--- src/rtl/cla_pkg.sv ---
// Shared group-signal type and the lookahead merge used by every combining
// stage of the adder tree. Assumes propagate is formed with XOR.
package cla_pkg;

    typedef struct packed {
        logic p;   // group propagate
        logic g;   // group generate
    } grp_t;

    // Merge a lower and an upper group into the parent group.
    function automatic grp_t grp_merge(input grp_t lo, input grp_t hi);
        grp_t r;
        r.p = hi.p & lo.p;
        r.g = hi.g | (hi.p & lo.g);
        return r;
    endfunction

    // Carry out of a group, given its carry-in.
    function automatic logic grp_carry(input grp_t gr, input logic cin);
        return gr.g | (gr.p & cin);
    endfunction

endpackage

--- src/rtl/cla_fa_cell.sv ---
// Single-bit full adder: sum is the parity of the three inputs and the carry
// is their majority. Purely combinational.
module cla_fa_cell (
    input  logic a,
    input  logic b,
    input  logic cin,
    output logic s,
    output logic cout
);

    // Parity sum and majority carry.
    always_comb begin
        s    = a ^ b ^ cin;
        cout = (a & b) | (b & cin) | (a & cin);
    end

endmodule

--- src/rtl/cla_node.sv ---
// One stage of the lookahead tree. At W == 2 it is a leaf: two full-adder
// cells rippling the carry, with group signals formed by lookahead. Above 2 it
// splits into two W/2 stages and forms the upper-half carry-in by lookahead.
// Assumes W is a power of two and at least 2.
module cla_node #(
    parameter int W = 4
) (
    input  logic [W-1:0] a,
    input  logic [W-1:0] b,
    input  logic         cin,
    output logic [W-1:0] sum,
    output logic         grp_p,
    output logic         grp_g
);
    import cla_pkg::*;

    localparam int H = W / 2;

    grp_t grp;
    assign grp_p = grp.p;
    assign grp_g = grp.g;

    generate
        if (W == 2) begin : g_leaf
            logic       c_mid;
            logic       c_rip;
            logic [1:0] bp;
            logic [1:0] bg;

            cla_fa_cell u_fa0 (.a(a[0]), .b(b[0]), .cin(cin),   .s(sum[0]), .cout(c_mid));
            cla_fa_cell u_fa1 (.a(a[1]), .b(b[1]), .cin(c_mid), .s(sum[1]), .cout(c_rip));

            // Bit-level propagate/generate and the leaf's lookahead group.
            always_comb begin
                bp    = a ^ b;
                bg    = a & b;
                grp.p = bp[1] & bp[0];
                grp.g = bg[1] | (bp[1] & bg[0]);
            end

            // the rippled carry must match the lookahead carry-out.
            always_comb begin
                a_r7_ripple_vs_lookahead: assert (c_rip == grp_carry(grp, cin))
                    else $error("leaf ripple carry disagrees with lookahead");
            end
        end else begin : g_split
            grp_t lo_grp;
            grp_t hi_grp;
            logic c_hi;

            cla_node #(.W(H)) u_lo (
                .a(a[H-1:0]), .b(b[H-1:0]), .cin(cin),
                .sum(sum[H-1:0]), .grp_p(lo_grp.p), .grp_g(lo_grp.g)
            );

            cla_node #(.W(H)) u_hi (
                .a(a[W-1:H]), .b(b[W-1:H]), .cin(c_hi),
                .sum(sum[W-1:H]), .grp_p(hi_grp.p), .grp_g(hi_grp.g)
            );

            // Lookahead carry into the upper half and the merged group.
            always_comb begin
                c_hi = grp_carry(lo_grp, cin);
                grp  = grp_merge(lo_grp, hi_grp);
            end
        end
    endgenerate

    // the slice sum plus lookahead carry equals the slice operands plus cin.
    always_comb begin
        a_r7_slice_sum: assert ({grp_carry(grp, cin), sum} ==
                                ({1'b0, a} + {1'b0, b} + {{W{1'b0}}, cin}))
            else $error("stage sum disagrees with its operands");
    end

    // with XOR propagate, group propagate and generate are exclusive.
    always_comb begin
        a_r8_pg_exclusive: assert (!(grp.p && grp.g))
            else $error("group propagate and generate both set");
    end

endmodule

--- src/rtl/cla_add_tree.sv ---
// Top of the tree-structured lookahead adder: unsigned WIDTH-bit operands,
// WIDTH+1-bit result. There is no carry-in; the root stage sees zero, and the
// carry-out comes from the root group generate. Assumes WIDTH is a power of
// two and at least 4. Purely combinational.
module cla_add_tree #(
    parameter int WIDTH = 8
) (
    input  logic [WIDTH-1:0] a_in,
    input  logic [WIDTH-1:0] b_in,
    output logic [WIDTH:0]   sum_out
);
    import cla_pkg::*;

    logic [WIDTH-1:0] root_sum;
    grp_t             root_grp;

    cla_node #(.W(WIDTH)) u_root (
        .a(a_in), .b(b_in), .cin(1'b0),
        .sum(root_sum), .grp_p(root_grp.p), .grp_g(root_grp.g)
    );

    // Result: the root slice with the lookahead carry-out on top.
    always_comb begin
        sum_out = {grp_carry(root_grp, 1'b0), root_sum};
    end

    // the full result equals the unsigned operand sum.
    always_comb begin
        a_r1_full_sum: assert (sum_out == ({1'b0, a_in} + {1'b0, b_in}))
            else $error("adder result wrong");
    end

    // a carry-out needs at least one operand MSB set.
    always_comb begin
        a_r2_carry_needs_msb: assert (!sum_out[WIDTH] || a_in[WIDTH-1] || b_in[WIDTH-1])
            else $error("carry-out without an operand MSB");
    end

endmodule

--- config.mk ---
export PLATFORM = sky130hd
export DESIGN_NAME = cla_add_tree
export DESIGN_NICKNAME = d
export VERILOG_FILES = /design/src/rtl/cla_pkg.sv /design/src/rtl/cla_fa_cell.sv /design/src/rtl/cla_node.sv /design/src/rtl/cla_add_tree.sv
export SDC_FILE = /design/constraint.sdc
export NUM_CORES = 1
export LEC_CHECK = 0
export BUFFER_PORTS_ARGS = -buffer_cell sky130_fd_sc_hd__buf_2
export CAP_MARGIN = 40
export CORE_AREA = 2 2 39 41
export DETAILED_ROUTE_END_ITERATION = 10
export DIE_AREA = 0 0 41 43
export GPL_ROUTABILITY_DRIVEN = 0
export GPL_TIMING_DRIVEN = 0
export PLACE_DENSITY = 0.64
export SYNTH_ARGS = -nofsm -noshare
export SYNTH_HDL_FRONTEND = slang
export SYNTH_HIERARCHICAL = 1
export SYNTH_SLANG_ARGS = --single-unit
--- constraint.sdc ---
create_clock -name vclk -period 6.5
set_clock_uncertainty 0.2 [all_clocks]
set_input_delay 0.65 -clock vclk [all_inputs]
set_output_delay 0.65 -clock vclk [all_outputs]
set_load 0.03 [all_outputs]
==> results.md <==
- Io pins: 25
- CP Capture Type: output port
- Crit path max-delay cell type: fa_1
- Via density: 4.30
- CP most frequent cell: a21o_1
- Grt total ovfl: 0
- Worst Slack Setup Final: 2810 ps
- Vias in the first global route: 315
- Initial Utilization: 27.9%
- Die Y: 43 um
- Routed WL per cell: 8.73 um
- Worst EP arrival: 2840 ps
- Crit-path cells: buf_2 > ha_1 > a21o_1 > a21o_1 > a21o_1 > a21o_1 > fa_1 > fa_1 > buf_2
- Max stage delay on crit path: 490 ps
- Hold Crit Class: in -> out
- PwrDens: 121 nW/um^2
- Status: complete, no violations
- Fin crit period: 3690 ps
- Worst path top cell family by delay: adder cells
- Clock buffers: 0
- Layout net count: 95
- Gr usage total: 8.58%
- PnR Total Power: 65.0 uW
- Startpoint Class: input port
- Synth Warn #: 6
- CTS Hold Bufs: 0
- Final setup violation count: 0
- Share of layout cells above drive strength 1: 45.9%
- First-pass GRT wire length: 1130 um
- HP Start: b_in[3]
- Crit path buffers/inverters: 2
- Fmax: 271 MHz
- Pre-CTS WS: 2810 ps
- Fin. Hold Viols: 0
- Via count: 331
- Pre-antenna DRT Iters: 2
- DRC viols: 0
- I/O Buffers: 25
- Filler cell count: 152
- FP Rows: 14
- Num sequential: 0
- Fin util: 39.0%
- RSZ-0062 raised after global routing: no
- Layout area overhead: 39.5%
- Die width: 41 um
- Final wirelength: 672 um
- Core ar.: 1380 sq um
- Worst Setup SP: a_in[1]
- Initial antenna violation count: 0
- Antenna Cells: 0
- Max-cap viol count: 0
- Avg Cell Area, Syn: 11.4 sq um
- Die area: 1760 sq um
- Register area: 0 sq um
- Final instance area: 539 sq um
- Slew Viols, Final: 0
- Post-CTS setup buffers: 0
- Multi-input gate area: 387 sq um
- Largest net degree at the start of global routing: 3
- CP Class: in -> out
- Detail Placement HPWL: 659 um
- Final setup TNS: 0 ps
- Antenna Violating Nets Remaining: 0
- # resized after CTS: 0
- Placed cell areas: 539 sq um
- Synthesized cell area: 387 sq um
- Number of DRC markers in iteration 0: 1
- Peak supply drop: 0.0487 mV
- Maximum fanout along the worst path: 2
- Fin crit share: 56.7%
- Synth Instances: 34
- LEAKAGE: 0.333 nW
- Worst EP required: 5650 ps
## per-layer routing
| metal | vias up | GRT usage (%) | part of all wire (%) |
|---|---|---|---|
| met5 | - | 0 | 0 |
| met3 | 0 | 0 | 7.3 |
| met2 | 14 | 18.1 | 57 |
| li1 | 166 | - | - |
| met4 | 0 | 0 | 0 |
| met1 | 151 | 8.82 | 36 |
## power breakdown
group          internal [mW]  switching (mW)
sequential                 0               0
combinational         0.0239          0.0411
clock                      0               0
total                 0.0239          0.0411
## cell type report
type | count | share of cell area (%)
Buffer | 1 | 1.39
Tap cell | 16 | 3.71
Timing Repair Buffer | 25 | 23.2
Multi-Input combinational cell | 35 | 71.7
## worst min-delay path: stages
cell and delay, ps:
buf_2 100, fa_1 150, buf_2 180
## placed cells by master, fill, tap and decap left out, drive strengths merged
master,instances
buf,26
a21o,10
ha,8
fa,8
and2,6
conb,3
## path summary, 6_finish.rpt
| path | endpoint | slack (ps) | cells past startpoint |
|---|---|---|---|
| worst max-delay path | sum_out[7] | 2810 | 9 |
| worst min-delay path | sum_out[3] | 1530 | 3 |
## metrics by stage
stage | instances | hold slack, ps
floorplan | 36 | 1420
global placement | 77 | 1530
detailed placement | 77 | 1540
CTS | 77 | 1540
global route | 77 | 1560
finish | 77 | 1530
Note: power is estimated with default switching activity, not from simulation.
